## config.mk

```make
export PLATFORM = sky130hd
export DESIGN_NAME = nextpc_gen
export DESIGN_NICKNAME = d
export VERILOG_FILES = /design/src/rtl/npc_pkg.sv /design/src/rtl/npc_rel_add.sv /design/src/rtl/npc_page_form.sv /design/src/rtl/npc_index_add.sv /design/src/rtl/npc_select.sv /design/src/rtl/nextpc_gen.sv
export SDC_FILE = /design/constraint.sdc
export NUM_CORES = 1
export LEC_CHECK = 0
export BUFFER_PORTS_ARGS = -buffer_cell sky130_fd_sc_hd__buf_2
export CORE_MARGIN = 2
export CORE_UTILIZATION = 43
export DETAILED_ROUTE_END_ITERATION = 8
export PLACE_DENSITY = 0.81
export SETUP_SLACK_MARGIN = 0.5
export SLEW_MARGIN = 10
export SYNTH_ARGS = -nofsm -noshare
export SYNTH_HDL_FRONTEND = slang
export SYNTH_SLANG_ARGS = --single-unit
```

## constraint.sdc

```tcl
create_clock -name vclk -period 2.3
set_clock_uncertainty 0.2 [all_clocks]
set_input_delay 0.23 -clock vclk [all_inputs]
set_output_delay 0.23 -clock vclk [all_outputs]
set_load 0.005 [all_outputs]
```

## src/rtl/npc_pkg.sv

```systemverilog
package npc_pkg;

  typedef enum logic [2:0] {
    KIND_SEQ   = 3'd0,
    KIND_SHORT = 3'd1,
    KIND_PAGE  = 3'd2,
    KIND_LONG  = 3'd3,
    KIND_INDEX = 3'd4,
    KIND_COND  = 3'd5
  } br_kind_e;

endpackage

```

## src/rtl/npc_rel_add.sv

```systemverilog
module npc_rel_add #(
  parameter int AW = 16,
  parameter int OW = 8
) (
  input  logic [AW-1:0] base_i,
  input  logic [OW-1:0] off_i,
  output logic [AW-1:0] tgt_o
);
  localparam int EXT = AW - OW;

  function automatic logic [AW-1:0] add_signed(input logic [AW-1:0] b,
                                               input logic [OW-1:0] o);
    logic [AW-1:0] wide;
    wide = {{EXT{o[OW-1]}}, o};
    return b + wide;
  endfunction

  assign tgt_o = add_signed(base_i, off_i);
endmodule

```

## src/rtl/npc_page_form.sv

```systemverilog
module npc_page_form #(
  parameter int AW = 16,
  parameter int PW = 11,
  parameter int BW = 8
) (
  input  logic [AW-1:0] base_i,
  input  logic [BW-1:0] op_i,
  input  logic [BW-1:0] lo_i,
  output logic [AW-1:0] tgt_o
);
  localparam int UPW = PW - BW;

  function automatic logic [AW-1:0] splice(input logic [AW-1:0] b,
                                           input logic [BW-1:0] op,
                                           input logic [BW-1:0] lo);
    return {b[AW-1:PW], op[BW-1 -: UPW], lo};
  endfunction

  assign tgt_o = splice(base_i, op_i, lo_i);
endmodule

```

## src/rtl/npc_index_add.sv

```systemverilog
module npc_index_add #(
  parameter int AW = 16,
  parameter int DW = 8
) (
  input  logic [AW-1:0] ptr_i,
  input  logic [DW-1:0] idx_i,
  output logic [AW-1:0] tgt_o
);
  localparam int EXT = AW - DW;

  function automatic logic [AW-1:0] add_unsigned(input logic [AW-1:0] p,
                                                 input logic [DW-1:0] i);
    return p + {{EXT{1'b0}}, i};
  endfunction

  assign tgt_o = add_unsigned(ptr_i, idx_i);
endmodule

```

## src/rtl/npc_select.sv

```systemverilog
module npc_select
  import npc_pkg::*;
#(
  parameter int AW = 16
) (
  input  logic [2:0]    kind_i,
  input  logic          cond_i,
  input  logic [AW-1:0] seq_i,
  input  logic [AW-1:0] rel_i,
  input  logic [AW-1:0] page_i,
  input  logic [AW-1:0] abs_i,
  input  logic [AW-1:0] idx_i,
  output logic [AW-1:0] npc_o,
  output logic          taken_o
);
  always_comb begin
    npc_o   = seq_i;
    taken_o = 1'b0;
    case (kind_i)
      KIND_SHORT: begin npc_o = rel_i;  taken_o = 1'b1; end
      KIND_PAGE:  begin npc_o = page_i; taken_o = 1'b1; end
      KIND_LONG:  begin npc_o = abs_i;  taken_o = 1'b1; end
      KIND_INDEX: begin npc_o = idx_i;  taken_o = 1'b1; end
      KIND_COND: begin
        if (cond_i) begin
          npc_o   = rel_i;
          taken_o = 1'b1;
        end
      end
      default: begin
        npc_o   = seq_i;
        taken_o = 1'b0;
      end
    endcase
  end
endmodule

```

## src/rtl/nextpc_gen.sv

```systemverilog
module nextpc_gen #(
  parameter int AW = 16,
  parameter int OW = 8,
  parameter int PW = 11,
  parameter int BW = 8,
  parameter int DW = 8
) (
  input  logic [2:0]    kind_i,
  input  logic          cond_i,
  input  logic [AW-1:0] pc_next_i,
  input  logic [OW-1:0] rel_i,
  input  logic [BW-1:0] op_i,
  input  logic [BW-1:0] addr_lo_i,
  input  logic [AW-1:0] abs_i,
  input  logic [DW-1:0] acc_i,
  input  logic [AW-1:0] dptr_i,
  output logic [AW-1:0] npc_o,
  output logic          taken_o,
  output logic [AW-1:0] ret_addr_o
);
  logic [AW-1:0] rel_tgt_w;
  logic [AW-1:0] page_tgt_w;
  logic [AW-1:0] idx_tgt_w;

  npc_rel_add #(.AW(AW), .OW(OW)) u_rel (
    .base_i(pc_next_i), .off_i(rel_i), .tgt_o(rel_tgt_w)
  );

  npc_page_form #(.AW(AW), .PW(PW), .BW(BW)) u_page (
    .base_i(pc_next_i), .op_i(op_i), .lo_i(addr_lo_i), .tgt_o(page_tgt_w)
  );

  npc_index_add #(.AW(AW), .DW(DW)) u_idx (
    .ptr_i(dptr_i), .idx_i(acc_i), .tgt_o(idx_tgt_w)
  );

  npc_select #(.AW(AW)) u_sel (
    .kind_i(kind_i), .cond_i(cond_i), .seq_i(pc_next_i),
    .rel_i(rel_tgt_w), .page_i(page_tgt_w), .abs_i(abs_i),
    .idx_i(idx_tgt_w), .npc_o(npc_o), .taken_o(taken_o)
  );

  assign ret_addr_o = pc_next_i;
endmodule

```

# Yosys cells after proc, flatten, opt, wreduce, memory -nomap -nowiden
# Index checks and enable logic that the tools add are counted.
op_classes:
  n_mux: 4
  add_sub_neg: 2
  n_reduce_logical: 1
  eq_ne: 5
ops:
  columns: ["op", "count"]
  rows:
  - ["16-bit one-hot mux with 5 select lines", 1]
  - ["16-bit adder", 1]
  - ["16-bit by 8-bit adder with 16-bit output", 1]
  - ["16-bit 2-to-1 mux", 1]
  - ["3-bit by 2-bit equality test with 1-bit output, second input constant", 2]
  - ["3-bit equality test, second input constant", 2]
  - ["4-bit OR reduction", 1]
  - ["3-bit by 1-bit equality test with 1-bit output, second input constant", 1]
  - ["1-bit one-hot mux with 2 select lines", 1]
  - ["1-bit 2-to-1 mux", 1]
totals:
  input_bits: 84
  wordCells: 12
  reg_bits: 0
  output_inout_bits: 33

# Depth between registers and ports, before layout
depth:
  word_depth: 3
  depth_mapped: 9
  depth_no_buf: 9

# Hierarchy
# From an unflattened synthesis, not the netlist that was laid out.
unflattened:
  hier_cells: 292
  area_unflattened_um2: 2278.4
modules_own_cells:
  columns: ["mod", "cells_per_inst", "seq_area_each_um2", "area_each_um2", "instances"]
  rows:
  - ["npc_select", 100, 0.0, 823.3, 1]
  - ["npc_rel_add", 98, 0.0, 724.4, 1]
  - ["npc_index_add", 62, 0.0, 490.5, 1]
  - ["nextpc_gen", 16, 0.0, 120.1, 1]
  - ["npc_page_form", 16, 0.0, 120.1, 1]

# Worst setup path before layout
# Ideal clock, no wire load.
synth_path:
  path_kind: "input-to-output"
  from: "in acc_i[0]"
  to: "out npc_o[10]"
  cell_stages: 9
  t_required_ps: 1870
  slack_ps: 41
  path_buffers: 0
  arrival_ps: 1829
  cell_sequence: "ha_1 > inv_1 > fa_1 > nand2b_1 > a21o_1 > a211oi_1 > xor2_1 > a222oi_1 > o21ai_0"
synth_via:
  elab_chain_len: 2
synth_rtl:
  columns: ["item", "line", "rtl"]
  rows:
  - ["start, declared", "nextpc_gen.sv:15", "input logic [DW-1:0] acc_i,"]
  - ["16-bit by 8-bit adder with 16-bit output", "npc_index_add.sv:13", "return p + {{EXT{1'b0}}, i};"]
  - ["16-bit one-hot mux with 5 select lines", "npc_select.sv:19", "case (kind_i)"]
  - ["end, declared", "nextpc_gen.sv:17", "output logic [AW-1:0] npc_o,"]
# No other way between the ends.

# Worst setup path in the final report
layout_path:
  from: "in dptr_i[0]"
  to: "out npc_o[14]"
layout_via:
  elab_chain_len: 2
layout_rtl:
  columns: ["item", "line", "rtl"]
  rows:
  - ["start, declared", "nextpc_gen.sv:16", "input logic [AW-1:0] dptr_i,"]
  - ["16-bit by 8-bit adder with 16-bit output", "npc_index_add.sv:13", null]
  - ["16-bit one-hot mux with 5 select lines", "npc_select.sv:19", null]
# No other way between the ends.

==> impl_metrics.json <==
{
  "outcome": "finished with violations",
  "violations": "negative setup slack",
  "finalSetupViolations": 11,
  "nFillCells": 340,
  "fin_hold_ws_ps": 445,
  "core_region_area_um2": 4720,
  "arrival_ps": 2150,
  "via_count": 3171,
  "synth.top_cell.area_share": 0.137,
  "dp_cells": 523,
  "yosys.area_share.adder": 0.157,
  "drv_slew": 0,
  "syn_inst": 298,
  "fin_crit_ps": 2580,
  "ir_drop_v": 0.000147,
  "ant_nets": 0,
  "drv_cap": 0,
  "wl_per_cell_um": 17.1,
  "worstSetupPathType": "in -> out",
  "fin_ws_ps": -283,
  "synth_area_leaders": "ha_1 (14%), a21oi_1 (7.2%), o21ai_0 (5.7%)",
  "antenna_found_initial": 0,
  "synth_compound_area_frac": 0.399,
  "start_util": 0.443,
  "synth.area.mux_share": 0.0574,
  "power.density_nw_per_um2": 257,
  "rsz0062_at_grt": "yes",
  "design.seq.count": 0,
  "wl_um": 9160,
  "postCtsHoldBufs": 0,
  "syn_avg_cell_area_um2": 7.02,
  "yosysWarnings": 0,
  "synth_top_family_by_area": "compound AO/OA/AOI/OAI gates",
  "hp-class": "in -> out",
  "die_h_um": 73.8,
  "worstPathRequired_ps": 1870,
  "drc": 0,
  "io_pins": 117,
  "pre_cts_ws_ps": -254,
  "track_usage": 0.310,
  "crit_start": "dptr_i[0]",
  "ys_types": 60,
  "seq_area_frac_synth": 0,
  "num-clock-buffers": 0,
  "synth_nets": 407,
  "finalNetCount": 579,
  "path_max_fanout": 4,
  "worstMarginPinSlew_ps": 408,
  "grt_pass1_wl_um": 13500,
  "insertedDiodeCount": 0,
  "max_freq_mhz": 387,
  "synthSimpleGateAreaFrac": 0.204,
  "drt_iter0_drc": 286,
  "gp_congestion": 0.970,
  "die_w_um": 73.8,
  "grt_pass1_vias": 2950,
  "drive_gt1_frac": 0.551,
  "vias_per_cell": 5.93,
  "finalNonFillerCells": 535,
  "synth_top_area_cell": "ha_1",
  "finalPower_mw": 0.949,
  "firstDrtPassIters": 6,
  "portBuffers": 112,
  "worstHoldStart": "pc_next_i[1]",
  "leakage_nw": 1.73,
  "slew_headroom": 0.728,
  "syn_to_final_growth_pct": 76.4,
  "seqCellArea_um2": 0,
  "detailed_place_hpwl_um": 6610,
  "grt_overflow": 0,
  "postLayoutCoreUtil": 0.782,
  "finalHoldViolations": 0,
  "syn-cell-area_um2": 2090,
  "row_count": 25,
  "critPathCaptureType": "output port",
  "grt_start_max_net_pins": 15,
  "critPathLaunchType": "input pin",
  "synthXorXnorAreaFrac": 0.0795,
  "design.die.area_um2": 5440,
  "fin_crit_sh": 1.12
}
## per-stage QoR
| stage | setup TNS, ps | cell area (µm²) |
|---|---|---|
| after CTS | -866 | 3580 |
| after floorplan | 0 | 2280 |
| after global routing | -2500 | 3690 |
| after detailed placement | -1710 | 3300 |
| final | -1700 | 3690 |
| after global placement | -1370 | 3300 |
## Yosys cell counts, types with 3 or more instances
master and n:
a21oi_1 30, o21ai_0 24, ha_1 23, nor2_1 17
buf_4 16, nand2_1 15, inv_1 13, nand2b_1 12
xor2_1 10, xnor2_1 9, a21o_1 8, a222oi_1 7
buf_2 7, mux2_2 7, nor3_1 7, o211ai_1 7
nand3_1 6, a211oi_1 5, nor2b_1 5, a31oi_1 4
and3_1 4, o221ai_1 4, o22ai_1 4, a22o_1 3
clkbuf_1 3, mux2i_1 3
## worst paths after layout
check | slack, ps | cells after the start | end
setup / recovery | -280 | 11 | npc_o[14]
hold / removal | 440 | 2 | ret_addr_o[1]
## power by group
group          leakage, nW  total (mW)  internal (mW)  switching (mW)
clock network            0           0              0               0
logic                 1.73       0.949          0.497           0.453
registers                0           0              0               0
total                 1.73       0.949          0.497           0.453
## worst max-delay path, cell delays in order
cell and delay (ps):
buf_6 80, ha_4 130, inv_2 40, fa_2 370, nand2b_4 170, a21o_4 220, a21o_1 220, mux2_4 310
a21oi_2 130, o22ai_2 100, buf_2 140
## cells by family (layout without fill, tap and decap cells)
kind of cell               count (synthesis)  in the layout
AOI/OAI and AO/OA                        123            123
xor gates and xnor gates                  19             19
adders and majority gates                 25             25
buffers and inverters                     39            209
muxes                                     11             11
and+or+nand+nor                           81             81
## area by class of cell
class / instances / area [µm²] / share of cell area
Inverter: 13 / 48.8 / 0.0132
Timing Repair Buffer: 196 / 1310 / 0.353
Multi-Input combinational cell: 259 / 2250 / 0.611
Tap cell: 67 / 83.8 / 0.0227
## layout by cell type (no fill, tap or decap), types with 8 or more instances in the layout
cell type	Yosys	layout
a21oi_1	30	23
a21oi_2	2	8
nor2_1	17	17
buf_2	7	98
o21ai_0	24	11
nand2_1	15	15
xor2_1	10	8
buf_6	0	11
nand2b_1	12	10
ha_1	23	8
buf_4	16	81
ha_4	0	15
inv_1	13	11
o21ai_1	2	11
## timing repair
| item | 4_1_cts | 5_1_grt |
|---|---|---|
| endpoints found under the setup margin | 16 | 17 |
| hold endpoints to repair | 0 | 0 |
| buffers inserted | 9 | 3 |
| pin swaps | 26 | 21 |
| gates resized for setup | 50 | 20 |
## layer usage
metal / part of all wire / global-route usage
met2: 0.49 / 0.574
met5: 0 / 0
met1: 0.40 / 0.381
met3: 0.075 / 0.0219
met4: 0.041 / 0.0788
(Power assumes the default switching activity.)
